[config.mk]
export PLATFORM = sky130hd
export DESIGN_NAME = link_init_fsm
export DESIGN_NICKNAME = d
export VERILOG_FILES = /design/src/rtl/link_init_pkg.sv /design/src/rtl/link_init_next.sv /design/src/rtl/link_init_timer.sv /design/src/rtl/link_init_outdec.sv /design/src/rtl/link_init_fsm.sv
export SDC_FILE = /design/constraint.sdc
export NUM_CORES = 1
export LEC_CHECK = 0
export CORE_MARGIN = 2
export CORE_UTILIZATION = 60
export DETAILED_ROUTE_END_ITERATION = 10
export DONT_BUFFER_PORTS = 1
export MAX_ROUTING_LAYER = met4
export PLACE_DENSITY = 0.82
export SLEW_MARGIN = 20
export SYNTH_ARGS = -nofsm -noshare
export SYNTH_HDL_FRONTEND = slang
export SYNTH_SLANG_ARGS = --single-unit
[constraint.sdc]
create_clock -name clk -period 2.7 [get_ports clk]
set_clock_uncertainty 0.1 [all_clocks]
set_input_delay 0 -clock clk [delete_from_list [all_inputs] [get_ports clk]]
set_output_delay 0 -clock clk [all_outputs]
set_load 0.005 [all_outputs]
[src/rtl/link_init_pkg.sv]
package link_init_pkg;

    typedef enum logic [2:0] {
        LS_RESET = 3'd0,
        LS_WAIT  = 3'd1,
        LS_READY = 3'd2,
        LS_START = 3'd3,
        LS_CONN  = 3'd4,
        LS_RUN   = 3'd5
    } lstate_e;

    typedef struct packed {
        logic tx_en;
        logic rx_en;
        logic send_null;
        logic send_fct;
        logic active;
    } lout_t;

endpackage

[src/rtl/link_init_next.sv]
module link_init_next
    import link_init_pkg::*;
#(
    parameter int ERR_W = 5
) (
    input  lstate_e          st_q,
    input  logic             expired,
    input  logic             link_en,
    input  logic             link_dis,
    input  logic             null_rx,
    input  logic             fct_rx,
    input  logic [ERR_W-1:0] err,
    output lstate_e          st_d
);

    logic err_any;

    assign err_any = |err;

    always_comb begin
        st_d = st_q;
        unique case (st_q)
            LS_RESET: begin
                if (expired) st_d = LS_WAIT;
            end
            LS_WAIT: begin
                if (err_any)      st_d = LS_RESET;
                else if (expired) st_d = LS_READY;
            end
            LS_READY: begin
                if (err_any)      st_d = LS_RESET;
                else if (link_en) st_d = LS_START;
            end
            LS_START: begin
                if (err_any)      st_d = LS_RESET;
                else if (null_rx) st_d = LS_CONN;
                else if (expired) st_d = LS_RESET;
            end
            LS_CONN: begin
                if (err_any)      st_d = LS_RESET;
                else if (fct_rx)  st_d = LS_RUN;
                else if (expired) st_d = LS_RESET;
            end
            LS_RUN: begin
                if (err_any || link_dis) st_d = LS_RESET;
            end
            default: st_d = LS_RESET;
        endcase
    end

endmodule

[src/rtl/link_init_timer.sv]
module link_init_timer
    import link_init_pkg::*;
#(
    parameter int CNT_W    = 12,
    parameter int RST_CYC  = 1600,
    parameter int LONG_CYC = 3200
) (
    input  logic [CNT_W-1:0] cnt_q,
    input  lstate_e          st_q,
    input  lstate_e          st_d,
    output logic [CNT_W-1:0] cnt_d,
    output logic             expired
);

    localparam logic [CNT_W-1:0] RST_LOAD  = CNT_W'(RST_CYC - 1);
    localparam logic [CNT_W-1:0] LONG_LOAD = CNT_W'(LONG_CYC - 1);

    assign expired = (cnt_q == '0);

    always_comb begin
        if (st_d != st_q) begin
            cnt_d = (st_d == LS_RESET) ? RST_LOAD : LONG_LOAD;
        end else if (expired) begin
            cnt_d = cnt_q;
        end else begin
            cnt_d = cnt_q - 1'b1;
        end
    end

endmodule

[src/rtl/link_init_outdec.sv]
module link_init_outdec
    import link_init_pkg::*;
(
    input  lstate_e st_q,
    output lout_t   outs
);

    always_comb begin
        outs = '0;
        unique case (st_q)
            LS_RESET: outs = '0;
            LS_WAIT,
            LS_READY: outs.rx_en = 1'b1;
            LS_START: begin
                outs.tx_en     = 1'b1;
                outs.rx_en     = 1'b1;
                outs.send_null = 1'b1;
            end
            LS_CONN: begin
                outs.tx_en     = 1'b1;
                outs.rx_en     = 1'b1;
                outs.send_null = 1'b1;
                outs.send_fct  = 1'b1;
            end
            LS_RUN: begin
                outs.tx_en  = 1'b1;
                outs.rx_en  = 1'b1;
                outs.active = 1'b1;
            end
            default: outs = '0;
        endcase
    end

endmodule

[src/rtl/link_init_fsm.sv]
module link_init_fsm
    import link_init_pkg::*;
#(
    parameter int CLK_MHZ = 250,
    parameter int ERR_W   = 5
) (
    input  logic             clk,
    input  logic             rst,
    input  logic             link_en,
    input  logic             link_dis,
    input  logic             null_rx,
    input  logic             fct_rx,
    input  logic [ERR_W-1:0] err,
    output logic             tx_en,
    output logic             rx_en,
    output logic             send_null,
    output logic             send_fct,
    output logic             active
);

    localparam int RST_CYC  = CLK_MHZ * 64 / 10;
    localparam int LONG_CYC = CLK_MHZ * 128 / 10;
    localparam int CNT_W    = $clog2(LONG_CYC + 1);

    typedef struct packed {
        lstate_e          st;
        logic [CNT_W-1:0] cnt;
    } regs_t;

    regs_t            r_q;
    regs_t            r_d;
    lstate_e          st_nxt;
    logic [CNT_W-1:0] cnt_nxt;
    logic             expired;
    lout_t            outs;

    link_init_timer #(
        .CNT_W    (CNT_W),
        .RST_CYC  (RST_CYC),
        .LONG_CYC (LONG_CYC)
    ) u_timer (
        .cnt_q   (r_q.cnt),
        .st_q    (r_q.st),
        .st_d    (st_nxt),
        .cnt_d   (cnt_nxt),
        .expired (expired)
    );

    link_init_next #(
        .ERR_W (ERR_W)
    ) u_next (
        .st_q     (r_q.st),
        .expired  (expired),
        .link_en  (link_en),
        .link_dis (link_dis),
        .null_rx  (null_rx),
        .fct_rx   (fct_rx),
        .err      (err),
        .st_d     (st_nxt)
    );

    link_init_outdec u_outdec (
        .st_q (r_q.st),
        .outs (outs)
    );

    always_comb begin
        r_d     = r_q;
        r_d.st  = st_nxt;
        r_d.cnt = cnt_nxt;
    end

    always_ff @(posedge clk) begin
        if (rst) begin
            r_q.st  <= LS_RESET;
            r_q.cnt <= CNT_W'(RST_CYC - 1);
        end else begin
            r_q <= r_d;
        end
    end

    assign tx_en     = outs.tx_en;
    assign rx_en     = outs.rx_en;
    assign send_null = outs.send_null;
    assign send_fct  = outs.send_fct;
    assign active    = outs.active;

endmodule

==> metrics, run 1 <==
slowest stage cell, crit path dlygate4sd3_1; crit start category flip-flop; post-synthesis async set-or-reset flop share 0; grt ovf 0; Vias/cell 6.41; CP arrival 2.65 ns; initial core utilization 0.637; Synth Net Count 135; placeable core area 1490 um^2; Max FO, Critical Path 10; RSZ-0062 raised after global routing no; DRC viols 0; internal power 0.000293 W; htree depth 1; Final Max Slew Viols 0; Leak 0.401 nW; post-synthesis cell count 123; Power Density 359 nW/um^2; synthesized area per cell 7.71 um^2; DR pass1 iterations 4; total of max-cap violations 0; First DRT Iteration DRCs 19; CTS Buf Count 3; Die Y 43.8 um; critical path's top delay family buffers and inverters; final setup violating endpoints 0; Synth Register Bits 15; status completed; number of synthesized flops with an enable pin 0; Clock Tree Buf Depth 2; vias in the first global route 835; CP Capture Type flip-flop; worst hold path class input pin to flip-flop; first-pass GRT wire length 3.51 mm; share of cells above drive strength 1 0.0992; WHS 0.0374 ns; Area after DPL 965 um^2; layout net count 144; Post-CTS Setup Repair Bufs 0; Final Hold Fails 0; gpl congestion 0.944; biggest regs r_q x15; Biggest register r_q; clock tree root buffer cell clkbuf_4; Largest register FFs 15; wirelength, routed 2.19 mm; CP cell instances inv_1 -> ha_1 -> nor4b_4 -> nand3_1 -> buf_4 -> o211ai_1 -> dlygate4sd3_1 -> nor2_1; Net Sw Frac 0.235; combinational share of power 0.072; initial antenna violation count 0; R2R Path Start r_q[0]; Worst Hold Launch null_rx; CTS tree yes; Critical Path RT 2.78 ns; wire per inst 14.9 um; dpl cells 137; worst vdd ir 264 uV; crit-path max cell delay 0.60 ns; Sink Count 15; fmax 389 MHz; Reg power frac 0.596; synth warn 0; post-synth top area share 0.317; port buffer count 0; setup TNS 0 ns; clock latency on the worst-skew pair 0.29 ns; post-route minimum period 2.57 ns; non-filler cells, final 147; ant diodes 0; Overall Global Routing Usage 0.258; Slew @ Worst Pin 0.513 ns; top_reg_cell synth dfxtp_1; Psw 0.0000898 W; Crit path buffers/inverters 3; Post-DP HPWL 1.47 mm; die area 1910 um^2; crit path from r_q[0]; dominant cell type by area after synthesis dfxtp_1; sequential area share after synthesis 0.317; Post-Syn Area 948 um^2; chip width 43.8 um; max_slew headroom 0.657; Final period util 0.952; clock-pin slew on the worst setup and hold paths 0.09 ns; count of different cell masters after synthesis 40; area grow syn2layout 12.5%; largest net degree at the start of global routing 16; critical path class flip-flop to flip-flop; post-route ant nets 0; Synth area leaders dfxtp_1 32%, nand2_1 7.5%, nor2_1 4.7%; post-route cell area 1070 um^2; I/O Pins 16; placement row count 14; Vias 942; Clock Power Share 0.332
==> what timing repair did <==
| action | 4_1_cts | 5_1_grt |
|---|---|---|
| setup endpoints to repair | 0 | 7 |
| resized for setup | 0 | 2 |
| endpoints found under the hold margin | 15 | 0 |
| hold buffers | 6 | 0 |
==> routing by layer <==
metal | share of wire | vias to the layer above | global-route usage
met1 | 0.44 | 451 | 0.307
met5 | 0 | - | -
met2 | 0.49 | 25 | 0.409
met3 | 0.047 | 9 | 0.0750
met4 | 0.021 | 0 | 0.0970
li1 | - | 457 | -
==> cell usage in the layout, fill, tap and decap left out, types with 2 or more instances in the layout <==
cell / instances
nand2_1: 19
dfxtp_1: 15
nor2_1: 12
nor3_1: 8
dlygate4sd3_1: 6
xor2_1: 5
inv_1: 4
o21ai_0: 4
a21oi_1: 4
or3_1: 4
nand2b_1: 3
nand3_1: 3
nor4_1: 3
nor2b_1: 3
xnor2_1: 3
clkbuf_4: 3
buf_4: 3
o21ai_1: 2
and2_1: 2
o2bb2ai_1: 2
==> path summary, 6_finish.rpt <==
| kind | slack (ns) | to | cells past startpoint |
|---|---|---|---|
| min reg2reg | 0.42 | r_q[1] | 2 |
| min | 0.04 | r_q[12] | 4 |
| max reg2reg | 0.13 | r_q[13] | 8 |
| max | 0.13 | r_q[13] | 8 |
==> cell type report <==
| type | count | area (um^2) |
|---|---|---|
| inverters | 4 | 15.0 |
| multi-input cells | 99 | 622 |
| fillers | 133 | 422 |
| flip-flops and latches | 15 | 300 |
| clock buffers | 3 | 22.5 |
| repair buffers | 9 | 82.6 |
| well taps | 16 | 20.0 |
| clock inverters | 1 | 5.00 |
==> stage by stage <==
step | utilization | setup WS (ns) | power (W)
2_1_floorplan | - | 0.526 | 0.000251
3_3_place_gp | 0.648 | 0.429 | 0.000253
3_5_place_dp | 0.648 | 0.272 | 0.000254
4_1_cts | 0.707 | 0.0472 | 0.000387
5_1_grt | 0.717 | 0.0320 | 0.000397
6_report | 0.717 | 0.130 | 0.000383
==> power groups by stage <==
stage | Clock, W | Combinational (W) | Sequential, W
detailed placement | 0 | 0.0000208 | 0.000233
global placement | 0 | 0.0000201 | 0.000233
CTS | 0.000132 | 0.0000265 | 0.000228
finish | 0.000127 | 0.0000275 | 0.000228
global route | 0.000138 | 0.0000305 | 0.000229
floorplan | 0 | 0.0000187 | 0.000233
==> synth_stat cells (2+ instances only) <==
cell type  number
xnor2_1         3
inv_1           4
dfxtp_1        15
nand3_1         3
nor4b_1         2
nor2_1         12
o21ai_1         2
nand2_1        19
a21oi_1         4
nor4_1          3
and2_1          2
o2bb2ai_1       2
nor2b_1         3
xor2_1          5
o21ai_0         4
or3_1           4
nand2b_1        3
clkbuf_1        4
nor3_1          8
==> cell families (layout without fill, tap and decap cells) <==
family / after synthesis / count (layout) / synth area share
XOR/XNOR: 8 / 8 / 0.0739
multiplexers: 1 / 1 / 0.0106
AO/OA/AOI/OAI: 23 / 23 / 0.181
adder cells (fa/ha/maj): 1 / 1 / 0.0132
AND/OR/NAND/NOR: 66 / 66 / 0.361
buffers and inverters: 9 / 17 / 0.0435
flip-flops: 15 / 15 / 0.317
==> tightest hold or removal path: cells and delay by family <==
family        cells  cell delay, ns
simple gates      4            0.40
Note: power is estimated with default switching activity, not from simulation.
==> run 2, diff against run 1 <==
Settings changed: ABC_AREA set to 1, CORE_UTILIZATION 60 to 61, PLACE_DENSITY 0.82 to 0.83, TNS_END_PERCENT set to 1.
==> metrics, run 2 <==
clock tree root buffer cell clkbuf_4; critical path class flip-flop to flip-flop; die area 2200 um^2 (+15%); gpl congestion 0.877 (-7.1%); RSZ-0062 raised after global routing no; initial core utilization 0.649 (+0.0123); sequential area share after synthesis 0.268 (-0.0488); Clock Tree Buf Depth 2 (unchanged); post-synth top area share 0.268 (-0.0488); CTS tree yes; post-route ant nets 0 (unchanged); dominant cell type by area after synthesis dfxtp_1; Vias/cell 5.19 (-19%); most frequent cell after synthesis nand2_1; Final Max Slew Viols 0 (unchanged); Worst Hold Launch null_rx; clock-pin slew on the worst setup and hold paths 0.10 ns (about the same); layout net count 177 (+23%); commonest cells after routing, fill and taps aside 27 x nand2_1, 23 x inv_1, 18 x nor2_1, 15 x dfxtp_1, 14 x nand3_1; crit-path max cell delay 0.55 ns (-0.05 ns); biggest regs r_q x15; Synth Net Count 170 (+26%); Hold Path End r_q[12]; worst hold path class input pin to flip-flop; worst vdd ir 321 uV (+22%); Leak 0.606 nW (+51%); post-route minimum period 2.17 ns (-0.396 ns); synthesized area per cell 7.10 um^2 (-8.0%); Post-CTS Setup Repair Bufs 0 (unchanged); wirelength, routed 2.27 mm (+3.3%); total of max-cap violations 0 (unchanged); DRC viols 0 (unchanged); CP cell instances inv_1 -> ha_1 -> nand2_2 -> nor2_4 -> nand2_4 -> o21ai_2 -> inv_1 -> nand2_2 -> nand2_2 -> nor2_1 -> dlygate4sd3_1; Largest register FFs 15 (unchanged); dpl cells 180 (+31%); Vias 980 (+4.0%); commonest non-fill, non-tap cell in the layout nand2_1; initial antenna violation count 0 (unchanged); Critical Path RT 2.85 ns (+0.07 ns); status completed; Resized cells post-CTS 0 (unchanged); vias in the first global route 943 (+13%); CP dominant cell by count nand2_2; total power 0.000394 W (+3.0%); count of different cell masters after synthesis 31 (-23%); Final period util 0.805 (-0.147); number of synthesized flops with an enable pin 0 (unchanged); Sink Count 15 (unchanged); clock latency on the worst-skew pair 0.30 ns (about the same); slowest stage cell, crit path dlygate4sd3_1; First DRT Iteration DRCs 19 (unchanged); Final Core Density 0.701 (-0.0154); Power Density 326 nW/um^2 (-9.2%); crit start category flip-flop; Final Hold Fails 0 (unchanged); top post-synthesis cells by count 27 x nand2_1, 23 x inv_1, 18 x nor2_1; post-synthesis async set-or-reset flop share 0 (unchanged); share of cells above drive strength 1 0.250 (+0.151); CP Capture Type flip-flop; final setup violating endpoints 0 (unchanged); largest net degree at the start of global routing 11 (-5); DR pass1 iterations 4 (unchanged); Worst R2R End r_q[13]; Biggest register r_q; Max FO, Critical Path 9 (-1); CTS Buf Count 3 (unchanged); CP arrival 2.33 ns (-0.32 ns); max_slew headroom 0.668 (+0.0113); Post-DP HPWL 1.72 mm (+17%); # fillers 151 (+14%); synth warn 0 (unchanged); R2R Path Start r_q[0]; I/O Pins 16 (unchanged); wire per inst 12.0 um (-20%); Overall Global Routing Usage 0.253 (-0.00470); non-filler cells, final 189 (+29%); first-pass GRT wire length 3.75 mm (+7.1%); Die Y 46.9 um (+7.1%); grt ovf 0 (unchanged); chip width 46.9 um (+7.1%); Post-Syn Area 1120 um^2 (+18%); Hold Path Stages 5 (+1); htree depth 1 (unchanged); placement row count 15 (+1); placeable core area 1730 um^2 (+16%); R2R cell count 11 (+3); Slew @ Worst Pin 0.497 ns (-0.0169 ns); Synth area leaders dfxtp_1 27%, nand2_1 9.0%, inv_1 7.7%; ant diodes 0 (unchanged); fmax 460 MHz (+18%); area grow syn2layout 8.04%; flop2flop setup slack 0.53 ns (+0.40 ns); Synth Register Bits 15 (unchanged); post-synthesis cell count 158 (+28%); top_reg_cell synth dfxtp_1; setup TNS 0 ns (unchanged); port buffer count 0 (unchanged)
## run 2: layout make-up
type                            instances  area, um^2  area share
Tap cell                               25        31.3      0.0258
Timing Repair Buffer                    5        50.0      0.0413
Inverter                               25        93.8      0.0775
Multi-Input combinational cell        115         706       0.583
Sequential cell                        15         300       0.248
Clock inverter                          1        7.51     0.00620
Clock buffer                            3        22.5      0.0186
## run 2: where the power goes
part | internal [W] | total, W | switching (W)
Clock | 0.0000566 | 0.000142 | 0.0000851
Combinational | 0.0000116 | 0.0000255 | 0.0000139
Sequential | 0.000225 | 0.000227 | 0.00000228
Total | 0.000293 | 0.000394 | 0.000101
## run 2: metal layers
| layer | global-route usage | wire, um | vias up |
|---|---|---|---|
| li1 | - | - | 512 |
| met1 | 0.281 | 966 | 436 |
| met2 | 0.411 | 1150 | 23 |
| met3 | 0.0462 | 67 | 9 |
| met4 | 0.167 | 80 | 0 |
| met5 | - | 0 | - |
## run 2: kinds of logic (layout without fill, tap and decap cells)
family          count (synthesis)  count (layout)  share of synthesized area
buf+inv                        28              34                      0.103
fa+ha+maj                       1               1                     0.0112
simple gates                   96              96                      0.485
compound gates                 12              12                     0.0859
flops                          15              15                      0.268
xor+xnor                        6               6                     0.0469
## run 2: worst max path at each step
stage            from      end  slack, ns
6_report       r_q[0]  r_q[13]       0.53
5_1_grt        r_q[0]  r_q[11]       0.34
4_1_cts        r_q[0]   r_q[2]       0.54
3_5_place_dp   r_q[0]   r_q[2]       0.56
3_3_place_gp   r_q[0]   r_q[2]       0.65
2_1_floorplan  r_q[0]   r_q[2]       0.77
## run 2: per-stage QoR
stage               hold slack, ns  setup WS (ns)  instance area, um^2
floorplan                    0.204          0.771                 1120
global placement           -0.0247          0.650                 1130
detailed placement         -0.0232          0.562                 1130
CTS                        0.00382          0.542                 1210
global route                0.0421          0.335                 1210
finish                     0.00337          0.526                 1210
## run 2: critical path: cells and delay by family (launching register included)
kind,cells,cell delay [ns]
flops,1,0.32
compound gates,1,0.13
buf+inv,3,0.69
simple gates,6,0.63
fa+ha+maj,1,0.25
## run 2: repair_timing
action                     in CTS  in global routing
hold endpoints to repair       15                  0
setup endpoints to repair       0                  0
hold buffers                    5                  0
==> run 3, diff against run 2 <==
Clock period 2.7 ns to 2.2 ns, I/O delays scaled along.
==> metrics, run 3 (same netlist as run 2, synthesis figures left out) <==
crit start category input pin; post-route ant nets 0 (unchanged); post-route cell area 1250 um^2 (+3.4%); largest net degree at the start of global routing 10 (-1); Vias/cell 5.31 (+2.4%); initial antenna violation count 0 (unchanged); total of max-cap violations 0 (unchanged); initial core utilization 0.649 (unchanged); Final Max Slew Viols 0 (unchanged); critical path class input pin to flip-flop; CTS tree yes; clock tree root buffer cell clkbuf_4; gpl congestion 0.918 (+4.6%); share of cells above drive strength 1 0.281 (+0.0314); area grow syn2layout 11.7%; Psw 0.000128 W (+26%); Area after DPL 1130 um^2 (unchanged); Largest register FFs 15 (unchanged); Final Hold Fails 0 (unchanged); first-pass GRT wire length 3.80 mm (+1.1%); routed wl met2 1.32 mm (+15%); CTS Buf Count 3 (unchanged); Die Y 46.9 um (unchanged); wirelength, routed 2.58 mm (+14%); Final Core Density 0.725 (+0.0239); worst hold path class input pin to flip-flop; Power Density 391 nW/um^2 (+20%); Net Sw Frac 0.260 (+0.00343); RSZ-0062 raised after global routing yes; Slew @ Worst Pin 0.552 ns (+0.0553 ns); biggest regs r_q x15; fmax 470 MHz; Vias 1,019 (+4.0%); DR top layer met4; Critical Path RT 2.30 ns (-0.55 ns); R2R cell count 11 (unchanged); placement row count 15 (unchanged); internal power 0.000362 W (+24%); clock latency on the worst-skew pair 0.31 ns (about the same); Post-DP HPWL 1.80 mm (+4.8%); crit-path max cell delay 0.58 ns (+0.03 ns); CP arrival 2.22 ns (-0.11 ns); worst vdd ir 463 uV (+45%); port buffer count 0 (unchanged); CP cell instances dlygate4sd3_1 -> nor2_2 -> nand2_1 -> dlygate4sd3_1 -> inv_2 -> nand3_1 -> nand2_1 -> nand2_2 -> nor2_4 -> nand2_4 -> inv_2 -> o21ai_2 -> nand2_1 -> nand2_1; chip width 46.9 um (unchanged); CP dominant cell by count nand2_1; met3 WL post-DR 119 um (+78%); Clock Tree Buf Depth 2 (unchanged); max_slew headroom 0.631 (-0.0370); First DRT Iteration DRCs 36 (+17); combinational share of power 0.084 (+0.019); vias in the first global route 910 (-3.5%); Sink Count 15 (unchanged); placeable core area 1730 um^2 (unchanged); setup TNS 0 ns (unchanged); Biggest register r_q; CP Capture Type flip-flop; Final period util 0.966; commonest cells after routing, fill and taps aside 27 x nand2_1, 21 x inv_1, 17 x nor2_1, 14 x nand3_1, 14 x dfxtp_1; htree depth 1 (unchanged); wire per inst 13.4 um (+12%); grt ovf 0 (unchanged); DR pass1 iterations 4 (unchanged); setup ws final 0.0740 ns (-0.452 ns); WL met1 1.04 mm (+7.5%); die area 2200 um^2 (unchanged); Clock Power Share 0.346 (-0.013); Overall Global Routing Usage 0.256 (+0.00264); commonest non-fill, non-tap cell in the layout nand2_1; Hold Path Stages 6 (+1); layout net count 180 (+1.7%); Max FO, Critical Path 5 (-4); Leak 0.614 nW (+1.2%); post-route minimum period 2.13 ns; Post-Place Setup Slack 0.0426 ns (-0.519 ns); final setup violating endpoints 0 (unchanged); total power 0.000490 W (+24%); status completed; DRC viols 0 (unchanged); clock-pin slew on the worst setup and hold paths 0.10 ns (about the same); slowest stage cell, crit path dlygate4sd3_1; Reg power frac 0.570 (-0.006); ant diodes 0 (unchanged); I/O Pins 16 (unchanged)
[run 3: cell types whose count changed in the layout (fill, tap and decap cells not counted), sizes merged]
cell         before  now
clkinv            0    1
dlygate4sd3       5    7
clkinvlp          1    0
buf               0    1
[run 3: area by class of cell]
type                            count  area, um^2
Clock buffer                        3        22.5
Clock inverter                      1        5.00
Tap cell                           25        31.3
Fill cell                         133         474
Timing Repair Buffer                8        77.6
Sequential cell                    15         302
Inverter                           25        93.8
Multi-Input combinational cell    115         721
[run 3: worst max-delay path, delay by kind of cell]
kind                   cells  cell delay (ns)
AOI/OAI and AO/OA          1             0.05
and+or+nand+nor            9             0.82
buffers and inverters      4             1.36
[run 3: what timing repair did]
| item | 4_1_cts | 5_1_grt |
|---|---|---|
| endpoints found under the setup margin | 0 | 13 |
| hold endpoints to repair | 15 | 0 |
| hold buffers | 7 | 0 |
| buffers inserted | 0 | 1 |
| gates resized for setup | 0 | 6 |
[run 3: routing by layer]
metal,GRT usage,vias up
li1,-,514
met1,0.291,459
met2,0.403,36
met3,0.0654,10
met4,0.150,0
met5,-,-
[run 3: per-stage QoR]
stage          hold slack (ns)  instances
2_1_floorplan            0.204        158
3_3_place_gp           -0.0250        180
3_5_place_dp           -0.0243        180
4_1_cts                 0.0543        191
5_1_grt                 0.0880        192
6_report                0.0690        192
[run 3: path summary, 6_finish.rpt]
check            end     from  slack [ns]
min          r_q[14]  null_rx        0.07
min reg2reg  r_q[10]  r_q[10]        0.41
max           r_q[9]   err[3]        0.07
max reg2reg  r_q[13]   r_q[1]        0.12
[run 3: power by group through the flow]
stage / Sequential [W] / Clock, W / Combinational (W)
floorplan: 0.000284 / 0 / 0.0000239
global route: 0.000279 / 0.000182 / 0.0000445
finish: 0.000279 / 0.000170 / 0.0000411
CTS: 0.000279 / 0.000171 / 0.0000342
global placement: 0.000285 / 0 / 0.0000237
detailed placement: 0.000285 / 0 / 0.0000241
